## src/rtl/sws_pkg.sv

```systemverilog
package sws_pkg;
  typedef enum logic [2:0] {
    ST_IDLE = 3'd0,
    ST_RADR = 3'd1,
    ST_RDAT = 3'd2,
    ST_WADR = 3'd3,
    ST_WDAT = 3'd4,
    ST_HOLD = 3'd5
  } seq_state_t;
endpackage

```

## src/rtl/sws_beat_ctr.sv

```systemverilog
module sws_beat_ctr #(
  parameter int BEATS = 4,
  localparam int W = (BEATS > 1) ? $clog2(BEATS) : 1
) (
  input  logic         clk,
  input  logic         rst,
  input  logic         clr,
  input  logic         inc,
  output logic [W-1:0] cnt,
  output logic [W-1:0] cnt_nxt,
  output logic         at_last
);
  localparam logic [W-1:0] LAST = W'(BEATS - 1);

  always_comb begin
    if (clr)      cnt_nxt = '0;
    else if (inc) cnt_nxt = cnt + W'(1);
    else          cnt_nxt = cnt;
  end

  assign at_last = (cnt == LAST);

  always_ff @(posedge clk) begin
    if (rst) cnt <= '0;
    else     cnt <= cnt_nxt;
  end
endmodule

```

## src/rtl/sws_snoop_trk.sv

```systemverilog
module sws_snoop_trk #(
  parameter int LINE_W = 26
) (
  input  logic              clk,
  input  logic              rst,
  input  logic              snp_n,
  input  logic              snp_hit,
  input  logic [LINE_W-1:0] snp_line,
  input  logic              wb_end,
  output logic              pend,
  output logic [LINE_W-1:0] line_q
);
  logic take;
  assign take = !pend && !snp_n && snp_hit;

  always_ff @(posedge clk) begin
    if (rst) begin
      pend   <= 1'b0;
      line_q <= '0;
    end else begin
      if (wb_end)    pend <= 1'b0;
      else if (take) pend <= 1'b1;
      if (take) line_q <= snp_line;
    end
  end
endmodule

```

## src/rtl/sws_fill_trk.sv

```systemverilog
module sws_fill_trk #(
  parameter int LINE_W = 26
) (
  input  logic              clk,
  input  logic              rst,
  input  logic              req,
  input  logic [LINE_W-1:0] req_line,
  input  logic              rd_end,
  output logic              pend,
  output logic [LINE_W-1:0] line_q
);
  logic take;
  assign take = req && !pend;

  always_ff @(posedge clk) begin
    if (rst) begin
      pend   <= 1'b0;
      line_q <= '0;
    end else begin
      if (rd_end)    pend <= 1'b0;
      else if (take) pend <= 1'b1;
      if (take) line_q <= req_line;
    end
  end
endmodule

```

## src/rtl/sws_wb_seq.sv

```systemverilog
module sws_wb_seq
  import sws_pkg::*;
#(
  parameter int LINE_W = 26,
  parameter int BEATS  = 4,
  localparam int BEAT_W = (BEATS > 1) ? $clog2(BEATS) : 1
) (
  input  logic              clk,
  input  logic              rst,
  input  logic              fill_req,
  input  logic [LINE_W-1:0] fill_line,
  output logic              fill_done,
  input  logic              snoop_strobe_n,
  input  logic              snoop_hit_mod,
  input  logic [LINE_W-1:0] snoop_line,
  input  logic              backoff_n,
  input  logic              ready_n,
  output logic              addr_strobe_n,
  output logic              write_nread,
  output logic              last_xfer_n,
  output logic              hit_mod_n,
  output logic [LINE_W-1:0] bus_line,
  output logic [BEAT_W-1:0] bus_beat
);
  localparam logic [BEAT_W-1:0] LAST_BEAT = BEAT_W'(BEATS - 1);

  seq_state_t        state, nxt;
  logic              wb_pend, fl_pend;
  logic [LINE_W-1:0] wb_line_q, fl_line_q;
  logic              in_data, rd_end, wb_end;
  logic              ctr_clr, at_last;
  logic [BEAT_W-1:0] beat_nxt;
  logic              nxt_addr, nxt_wr, nxt_rd, nxt_data;

  assign in_data = (state == ST_RDAT) || (state == ST_WDAT);
  assign rd_end  = (state == ST_RDAT) && !ready_n && at_last && backoff_n;
  assign wb_end  = (state == ST_WDAT) && !ready_n && at_last && backoff_n;
  assign ctr_clr = !backoff_n || !in_data || rd_end || wb_end;

  sws_beat_ctr #(.BEATS(BEATS)) u_ctr (
    .clk    (clk),
    .rst    (rst),
    .clr    (ctr_clr),
    .inc    (!ready_n),
    .cnt    (bus_beat),
    .cnt_nxt(beat_nxt),
    .at_last(at_last)
  );

  sws_snoop_trk #(.LINE_W(LINE_W)) u_snp (
    .clk     (clk),
    .rst     (rst),
    .snp_n   (snoop_strobe_n),
    .snp_hit (snoop_hit_mod),
    .snp_line(snoop_line),
    .wb_end  (wb_end),
    .pend    (wb_pend),
    .line_q  (wb_line_q)
  );

  sws_fill_trk #(.LINE_W(LINE_W)) u_fill (
    .clk     (clk),
    .rst     (rst),
    .req     (fill_req),
    .req_line(fill_line),
    .rd_end  (rd_end),
    .pend    (fl_pend),
    .line_q  (fl_line_q)
  );

  // Next-state selection: write-back always ahead of the read.
  always_comb begin
    nxt = state;
    if (!backoff_n) begin
      nxt = ST_HOLD;
    end else begin
      case (state)
        ST_IDLE, ST_HOLD: begin
          if (wb_pend)      nxt = ST_WADR;
          else if (fl_pend) nxt = ST_RADR;
          else              nxt = ST_IDLE;
        end
        ST_RADR: nxt = ST_RDAT;
        ST_WADR: nxt = ST_WDAT;
        ST_RDAT: if (rd_end) nxt = wb_pend ? ST_WADR : ST_IDLE;
        ST_WDAT: if (wb_end) nxt = fl_pend ? ST_RADR : ST_IDLE;
        default: nxt = ST_IDLE;
      endcase
    end
  end

  assign nxt_addr = (nxt == ST_RADR) || (nxt == ST_WADR);
  assign nxt_wr   = (nxt == ST_WADR) || (nxt == ST_WDAT);
  assign nxt_rd   = (nxt == ST_RADR) || (nxt == ST_RDAT);
  assign nxt_data = (nxt == ST_RDAT) || (nxt == ST_WDAT);

  always_ff @(posedge clk) begin
    if (rst) begin
      state         <= ST_IDLE;
      addr_strobe_n <= 1'b1;
      write_nread   <= 1'b0;
      last_xfer_n   <= 1'b1;
      fill_done     <= 1'b0;
      bus_line      <= '0;
    end else begin
      state         <= nxt;
      addr_strobe_n <= !nxt_addr;
      write_nread   <= nxt_wr;
      last_xfer_n   <= !(nxt_data && (beat_nxt == LAST_BEAT));
      fill_done     <= rd_end;
      if (nxt_wr)      bus_line <= wb_line_q;
      else if (nxt_rd) bus_line <= fl_line_q;
    end
  end

  assign hit_mod_n = !wb_pend;
endmodule

```

## config.mk

```make
export PLATFORM = sky130hd
export DESIGN_NAME = sws_wb_seq
export DESIGN_NICKNAME = d
export VERILOG_FILES = /design/src/rtl/sws_pkg.sv /design/src/rtl/sws_beat_ctr.sv /design/src/rtl/sws_snoop_trk.sv /design/src/rtl/sws_fill_trk.sv /design/src/rtl/sws_wb_seq.sv
export SDC_FILE = /design/constraint.sdc
export NUM_CORES = 1
export LEC_CHECK = 0
export BUFFER_PORTS_ARGS = -buffer_cell sky130_fd_sc_hd__buf_2
export CAP_MARGIN = 20
export CORE_UTILIZATION = 49
export DETAILED_ROUTE_END_ITERATION = 7
export PLACE_DENSITY = 0.74
export SLEW_MARGIN = 10
export SYNTH_ARGS = -nofsm -noshare
export SYNTH_HDL_FRONTEND = slang
export SYNTH_SLANG_ARGS = --single-unit
```

## constraint.sdc

```tcl
create_clock -name clk -period 2 [get_ports clk]
set_input_delay 0.4 -clock clk [delete_from_list [all_inputs] [get_ports clk]]
set_output_delay 0.4 -clock clk [all_outputs]
set_load 0.005 [all_outputs]
```

==> reports/qor.csv, run 1 <==
stage;metric;value;unit
yosys;most numerous cell in the Yosys netlist;nand2_1;
clock_network;CTS sink count;89;
die;Die Footprint;9420;um2
clock_network;CTS tree;done;
yosys;ranking of synthesized cells by area;dfxtp_1 40%, nand2_1 9.2%, nor3_2 6.6%;
setup_path;Critical Path RT;2.26;ns
die;I/O pin cnt;92;
timing;Setup Skew;0.00701;ns
yosys;Synth Instances;532;
yosys;Post-Syn Nets;592;
timing;highest clock rate;0.517;GHz
die;Die Height;97.1;um
global_route;initial antenna violation count;0;
die;die width;97.1;um
min_path;hold path start;fill_line[21];
layout;Ant. Diodes;0;
setup_path;flop-to-flop setup slack;0.06;ns
route;Routed WL;13.0;mm
layout;Post-layout nets;696;
clock_network;Max Buffers Root-to-Sink;2;
global_route;grt total ovfl;0;
route;WL per Instance;17.3;um
global_route;GRT Total Usage;27.3;%
pwr;switching power;1320;uW
setup_path;Crit path top cell by count;buf_4;
setup_path;Critical Path Source;state[0]$_SDFF_PP0_;
setup_path;WP data arrival;2.19;ns
run_status;status;completed;
placed_design;final RePlAce weighted congestion;0.844;
setup_path;CP cell instances;buf_4 -> nor2b_4 -> buf_4 -> nor4_4 -> buf_4 -> o21ai_2 -> buf_12 -> nor3_1 -> nor4_2;
timing;setup violators final;0;
yosys;sequential area share after synthesis;40.2;%
setup_path;Critical Path Max Stage Delay;0.42;ns
layout;Final Core Density;62.9;%
pwr;Switching Share;31.0;%
yosys;Post-synth ARST share;0;%
clock_network;CTS Buf Count;9;
pwr;Pwr per Cell Area;774;nW/um2
timing;Fin. Hold Viols;0;
placed_design;input/output buffers;91;
global_route;first-pass GRT wire length;20.9;mm
min_path;WHS Path Cells;3;
global_route;vias in the first global route;4288;
setup_path;Reg2Reg Launch Point;state[0]$_SDFF_PP0_;
timing;min cycle time layout;1.94;ns
yosys;Syn. warnings;0;
pwr;share of power burned in registers;47.6;%
min_path;Worst Hold Class;primary input to flop;
layout;share of layout cells above drive strength 1;34.2;%
timing;Slew headroom;57.5;%
die;Initial Util;50.8;%
route;vias;4406;
yosys;syn_area_per_cell;8.32;um2
route;Final ANT Viol Nets;0;
timing;Pins Over Slew Limit;0;
pwr;Comb power frac;22.0;%
pwr;Max VDD drop;383;uV
flow_run;max-cap violations;0;
placed_design;Post-DP Area;5100;um2
route;DR iter-0 viols;286;
yosys;mapped cell area;4430;um2
yosys;#FFs+latches synth;89;
route;post-detailed-route DRC marker count;0;
clock_network;CTS Root Cell;clkbuf_8;
clock_network;clock latency on the worst-skew pair;0.36;ns
setup_path;RR Endpoint;bus_line[24]$_SDFFE_PP0P_;
clock_network;clock transition at the registers of the reported paths;0.09;ns
setup_path;Crit Path Max Fanout;25;
layout;synthesis-to-finish area growth;23.9;%
layout;fill cell count;717;
layout;final instance area;5490;um2
timing;Slew @ Worst Pin;0.634;ns
route;DR vias/cell;5.88;
pwr;Leak;0.00214;uW
pwr;Internal;2930;uW
clock_network;H-tree depth;3;
setup_path;R2R depth;9;
yosys;synth cell count leaders;108 x nand2_1, 89 x dfxtp_1, 65 x nor2_1;
yosys;share of the synthesized area in the top cell type;40.2;%
timing;fin crit share;96.8;%
yosys;Synth area leader;dfxtp_1;
setup_path;critical path type;flop to flop;
yosys;commonest register cell after synthesis;dfxtp_1;
setup_path;slowest CP cell;dfxtp_1;
min_path;WHS Endpoint;u_fill.line_q[21]$_SDFFE_PP0P_;
global_route;largest net degree at the start of global routing;56;
die;core region area;8720;um2
yosys;EDFF count, synth;0;
setup_path;CP Capture Type;flop;
yosys;post-synth cell types;43;
setup_path;CP startpoint kind;flop;
pwr;Clock power frac;30.4;%
placed_design;DP Wirelength;8.12;mm
die;FP Rows;34;
route;DR pass1 iterations;5;
stage by stage:
| stage | power, uW | cells | TNS, ns | hold slack, ns | setup slack, ns |
|---|---|---|---|---|---|
| after floorplan | 2580 | 532 | 0 | 0.450 | 0.205 |
| after CTS | 4190 | 737 | 0 | 0.255 | 0.000827 |
| after detailed placement | 2900 | 720 | -4.74 | 0.463 | -0.230 |
| after global routing | 4410 | 749 | -0.0820 | 0.276 | -0.0288 |
| after global placement | 2880 | 720 | -2.46 | 0.461 | -0.153 |
| final | 4250 | 749 | 0 | 0.262 | 0.0646 |
layer usage:
metal,wire length [um],up-vias,track usage (%)
met3,807,29,3.81
met5,0,-,0
met1,5470,2099,33.8
met2,6380,209,46.8
li1,-,2069,-
met4,308,0,12.7
power groups by stage:
| stage | sequential [uW] | clock [uW] | combinational (uW) |
|---|---|---|---|
| after detailed placement | 2060 | 0 | 849 |
| after CTS | 2020 | 1300 | 873 |
| after floorplan | 2030 | 0 | 554 |
| final | 2020 | 1290 | 933 |
| after global routing | 2040 | 1360 | 1010 |
| after global placement | 2050 | 0 | 825 |
sequential cells by signal, indices dropped and copies added, names as in the netlist:
register       count
bus_line          26
u_fill.line_q     26
u_snp.line_q      26
state              3
u_ctr.cnt          2
addr_strobe_n      1
fill_done          1
last_xfer_n        1
u_fill.pend        1
u_snp.pend         1
write_nread        1
repair_timing:
action	in CTS	in global routing
resized for setup	4	7
cloned	1	1
pin swaps	0	4
buffers inserted	0	11
endpoints found under the setup margin	27	26
endpoints found under the hold margin	0	0
hold buffers	0	0
cell families after synthesis:
| family | after synthesis | synth area share (%) |
|---|---|---|
| and+or+nand+nor | 296 | 38.5 |
| AOI/OAI and AO/OA | 94 | 14.6 |
| DFF | 89 | 40.2 |
| buffers and inverters | 49 | 5.79 |
| xor gates and xnor gates | 2 | 0.396 |
| muxes | 1 | 0.226 |
| adders and majority gates | 1 | 0.283 |
layout by cell type (no fill, tap or decap), types with 2 or more instances in the layout:
| cell | n |
|---|---|
| a21o_1 | 2 |
| a21oi_1 | 54 |
| a21oi_4 | 2 |
| buf_12 | 6 |
| buf_2 | 91 |
| buf_4 | 36 |
| buf_6 | 2 |
| clkbuf_8 | 10 |
| clkinv_2 | 2 |
| dfxtp_1 | 88 |
| inv_1 | 5 |
| nand2_1 | 107 |
| nand2b_1 | 4 |
| nand3_1 | 3 |
| nor2_1 | 64 |
| nor2b_1 | 3 |
| nor3_1 | 20 |
| nor3_2 | 31 |
| nor3b_1 | 26 |
| nor4_1 | 5 |
| nor4_2 | 21 |
| o21ai_0 | 3 |
| o221ai_1 | 26 |
critical path: cells and delay by family, from the launching register on:
| family | cells | cell delay, ns |
|---|---|---|
| AOI/OAI and AO/OA | 1 | 0.07 |
| buffers and inverters | 4 | 0.74 |
| DFF | 1 | 0.42 |
| and+or+nand+nor | 4 | 0.60 |
worst max path at each step:
| stage | to | slack (ns) | cells past startpoint |
|---|---|---|---|
| 2_1_floorplan | bus_line[23]$_SDFFE_PP0P_ | 0.20 | 7 |
| 5_1_grt | bus_line[18]$_SDFFE_PP0P_ | -0.03 | 9 |
| 3_5_place_dp | write_nread$_SDFF_PP0_ | -0.23 | 6 |
| 3_3_place_gp | write_nread$_SDFF_PP0_ | -0.15 | 6 |
| 6_report | bus_line[24]$_SDFFE_PP0P_ | 0.06 | 9 |
| 4_1_cts | bus_line[25]$_SDFFE_PP0P_ | 0.0008 | 7 |
final cells by class:
class                      instances  area (um2)  area share (%)
multi-input combinational        396        2480            45.2
sequential                        89        1780            32.5
timing repair buffer             135         868            15.8
clock buffer                      10         138            2.51
tap                              108         135            2.46
clock inverter                     6        65.1            1.19
inverter                           5        18.8           0.342
(Power assumes the default switching activity.)
==> run 2, diff against run 1 <==
--- a/config.mk
+++ b/config.mk
@@ -5,11 +5,12 @@
 export SDC_FILE = /design/constraint.sdc
 export NUM_CORES = 1
 export LEC_CHECK = 0
+export ABC_AREA = 1
 export BUFFER_PORTS_ARGS = -buffer_cell sky130_fd_sc_hd__buf_2
 export CAP_MARGIN = 20
 export CORE_UTILIZATION = 49
 export DETAILED_ROUTE_END_ITERATION = 7
-export PLACE_DENSITY = 0.74
+export PLACE_DENSITY = 0.75
 export SLEW_MARGIN = 10
 export SYNTH_ARGS = -nofsm -noshare
 export SYNTH_HDL_FRONTEND = slang
==> constraint.sdc (replaced) <==
create_clock -name clk -period 2.1 [get_ports clk]
set_input_delay 0.42 -clock clk [delete_from_list [all_inputs] [get_ports clk]]
set_output_delay 0.42 -clock clk [all_outputs]
set_load 0.005 [all_outputs]
==> reports/qor.csv, run 2 <==
stage;metric;value;unit;change
layout;commonest non-fill, non-tap cell in the layout;nor2_1;;
setup_path;RR Endpoint;bus_line[12]$_SDFFE_PP0P_;;
setup_path;Reg2Reg Launch Point;u_ctr.cnt[1]$_SDFF_PP0_;;
yosys;most numerous cell in the Yosys netlist;nor2_1;;
timing;fin crit share;94.1;%;-2.7 points
clock_network;CTS Buf Count;9;;unchanged
layout;synthesis-to-finish area growth;21.8;%;
yosys;commonest register cell after synthesis;dfxtp_1;;
route;vias;3521;;-20%
placed_design;input/output buffers;91;;unchanged
setup_path;WP data arrival;2.28;ns;+0.09 ns
layout;biggest regs;bus_line x26, u_fill.line_q x26, u_snp.line_q x26;;
timing;Pins Over Slew Limit;0;;unchanged
yosys;Syn. warnings;0;;unchanged
timing;Slew @ Worst Pin;0.424;ns;-0.210 ns
setup_path;Crit path top cell by count;nand2_1;;
placed_design;final RePlAce weighted congestion;0.777;;-7.9%
clock_network;CTS Root Cell;clkbuf_8;;
setup_path;slowest CP cell;dfxtp_1;;
layout;Final Core Density;61.9;%;-1.0 points
setup_path;cell family with most CP delay;simple AND/OR/NAND/NOR gates;;
clock_network;clock transition at the registers of the reported paths;0.09;ns;about the same
setup_path;critical path type;flop to flop;;
setup_path;flop-to-flop setup slack;0.12;ns;+0.06 ns
route;post-detailed-route DRC marker count;0;;unchanged
die;I/O pin cnt;92;;unchanged
global_route;largest net degree at the start of global routing;36;;-36%
die;FP Rows;31;;-8.8%
clock_network;CTS tree;done;;
route;WL per Instance;12.9;um;-25%
die;die width;88.7;um;-8.6%
timing;PnR worst setup slack;0.125;ns;+0.0603 ns
setup_path;CP startpoint kind;flop;;
min_path;WHS Endpoint;u_fill.line_q[21]$_SDFFE_PP0P_;;
pwr;Power, Total;3680;uW;-13%
min_path;hold path start;fill_line[21];;
layout;Ant. Diodes;0;;unchanged
global_route;initial antenna violation count;0;;unchanged
yosys;Post-Syn Nets;582;;-1.7%
yosys;post-synth cell types;22;;-49%
min_path;WHS Path Cells;3;;unchanged
yosys;Synth area leader;dfxtp_1;;
yosys;syn_area_per_cell;7.06;um2;-15%
global_route;first-pass GRT wire length;14.3;mm;-31%
clock_network;Max Buffers Root-to-Sink;2;;unchanged
yosys;EDFF count, synth;0;;unchanged
min_path;Worst Hold Class;primary input to flop;;
route;DR vias/cell;4.94;;-16%
layout;Post-layout nets;669;;-3.9%
route;DR iter-0 viols;177;;-38%
route;Final ANT Viol Nets;0;;unchanged
yosys;mapped cell area;3680;um2;-17%
die;Initial Util;50.8;%;about the same
timing;min cycle time layout;1.98;ns;+0.0397 ns
clock_network;H-tree depth;3;;unchanged
setup_path;CP cell instances;ha_1 -> nand3_2 -> inv_1 -> nand2_1 -> nand2_1 -> nand2_1 -> nand2_1 -> nand2_1 -> nand3_2 -> nand2_8 -> buf_6 -> a21oi_1 -> nand2_1 -> inv_1;;
placed_design;DP Wirelength;6.10;mm;-25%
yosys;synth cell count leaders;119 x nor2_1, 89 x dfxtp_1, 72 x nand2_1;;
clock_network;CTS sink count;89;;unchanged
pwr;Leak;0.00219;uW;+2.1%
layout;most frequent cells in the layout;117 x nor2_1, 91 x buf_2, 88 x dfxtp_1;;
timing;Setup Skew;0.0110;ns;+0.00398 ns
setup_path;R2R depth;14;;+5
yosys;ranking of synthesized cells by area;dfxtp_1 48%, nor2_1 12%, nand3_1 7.5%;;
timing;Fin. Hold Viols;0;;unchanged
setup_path;Critical Path RT;2.40;ns;+0.14 ns
yosys;Synth Instances;522;;-1.9%
timing;setup violators final;0;;unchanged
die;Die Height;88.7;um;-8.6%
setup_path;Critical Path Max Stage Delay;0.38;ns;-0.04 ns
route;DR pass1 iterations;4;;-1
global_route;GRT Total Usage;24.0;%;-3.3 points
placed_design;pre-CTS WS;0.0566;ns;+0.287 ns
yosys;sequential area share after synthesis;48.4;%;+8.1 points
yosys;#FFs+latches synth;89;;unchanged
route;Routed WL;9.21;mm;-29%
die;Die Footprint;7870;um2;-16%
yosys;Post-synth ARST share;0;%;unchanged
timing;highest clock rate;0.506;GHz;-2.0%
global_route;vias in the first global route;3160;;-26%
timing;Slew headroom;71.7;%;+14 points
die;core region area;7250;um2;-17%
global_route;grt total ovfl;0;;unchanged
setup_path;CP Capture Type;flop;;
yosys;share of the synthesized area in the top cell type;48.4;%;+8.1 points
setup_path;worst path bufs/invs;3;;-1
layout;share of layout cells above drive strength 1;21.7;%;-13 points
flow_run;max-cap violations;0;;unchanged
pwr;Pwr per Cell Area;819;nW/um2;+5.8%
setup_path;Crit Path Max Fanout;14;;-44%
clock_network;clock latency on the worst-skew pair;0.35;ns;about the same
run_status;status;completed;;
pwr;Max VDD drop;417;uV;+8.9%
run 2: cell count changes after synthesis, sizes merged, moves of 33 or more:
| cell | delta |
|---|---|
| nor2 | +54 |
| nand3 | +56 |
| nand2 | -33 |
| inv | +57 |
| o21ai | +49 |
| nor3 | -51 |
run 2: worst reg2reg max path: stages (launching register included):
cell	delay, ns
dfxtp_1	0.38
ha_1	0.21
nand3_2	0.11
inv_1	0.08
nand2_1	0.07
nand2_1	0.07
nand2_1	0.06
nand2_1	0.10
nand2_1	0.10
nand3_2	0.14
nand2_8	0.12
buf_6	0.21
a21oi_1	0.16
nand2_1	0.08
inv_1	0.05
run 2: worst max path at each step:
stage,from,end,cells after the start
after floorplan,u_ctr.cnt[0]$_SDFF_PP0_,bus_line[24]$_SDFFE_PP0P_,12
after global placement,ready_n,bus_line[24]$_SDFFE_PP0P_,15
after detailed placement,ready_n,bus_line[12]$_SDFFE_PP0P_,13
after CTS,u_ctr.cnt[0]$_SDFF_PP0_,bus_line[5]$_SDFFE_PP0P_,12
after global routing,u_ctr.cnt[1]$_SDFF_PP0_,bus_line[15]$_SDFFE_PP0P_,14
final,u_ctr.cnt[1]$_SDFF_PP0_,bus_line[12]$_SDFFE_PP0P_,14
run 2: logic make-up (layout without fill, tap and decap cells):
group                      Yosys count  count (layout)  share of synthesized area, %
AOI/OAI and AO/OA                   85              85                          11.7
DFF                                 89              89                          48.4
and+or+nand+nor                    254             254                          29.1
xor gates and xnor gates             1               1                         0.238
adders and majority gates            1               1                         0.340
buffers and inverters               92             184                          10.2
run 2: final cells by class:
class	count	area (um2)
clock buffers	12	155
clock inverters	4	51.3
fillers	679	2770
inverters	64	248
multi-input cells	341	1560
flip-flops and latches	89	1780
well taps	99	124
repair buffers	104	569
run 2: metal layers:
metal	global-route usage (%)	wire (um)
met1	30.2	4220
met2	41.6	4470
met3	3.17	377
met4	9.38	144
met5	0	0
run 2: power breakdown:
group | leakage, uW | internal (uW) | switching [uW] | total [uW]
logic | 0.00135 | 234 | 348 | 582
registers | 0.000735 | 1820 | 73.7 | 1890
clock network | 0.000103 | 616 | 588 | 1200
total | 0.00219 | 2670 | 1010 | 3680
run 2: timing repair:
action,CTS,global route
setup endpoints to repair,0,26
hold buffers,0,0
buffers inserted,0,2
gates resized for setup,0,9
run 2: metrics by stage:
stage	hold slack (ns)	instance area (um2)	TNS, ns	cells
2_1_floorplan	0.455	3680	0	522
3_3_place_gp	0.466	4230	0	695
3_5_place_dp	0.472	4230	0	695
4_1_cts	0.309	4430	0	711
5_1_grt	0.331	4490	-0.0127	713
6_report	0.316	4490	0	713
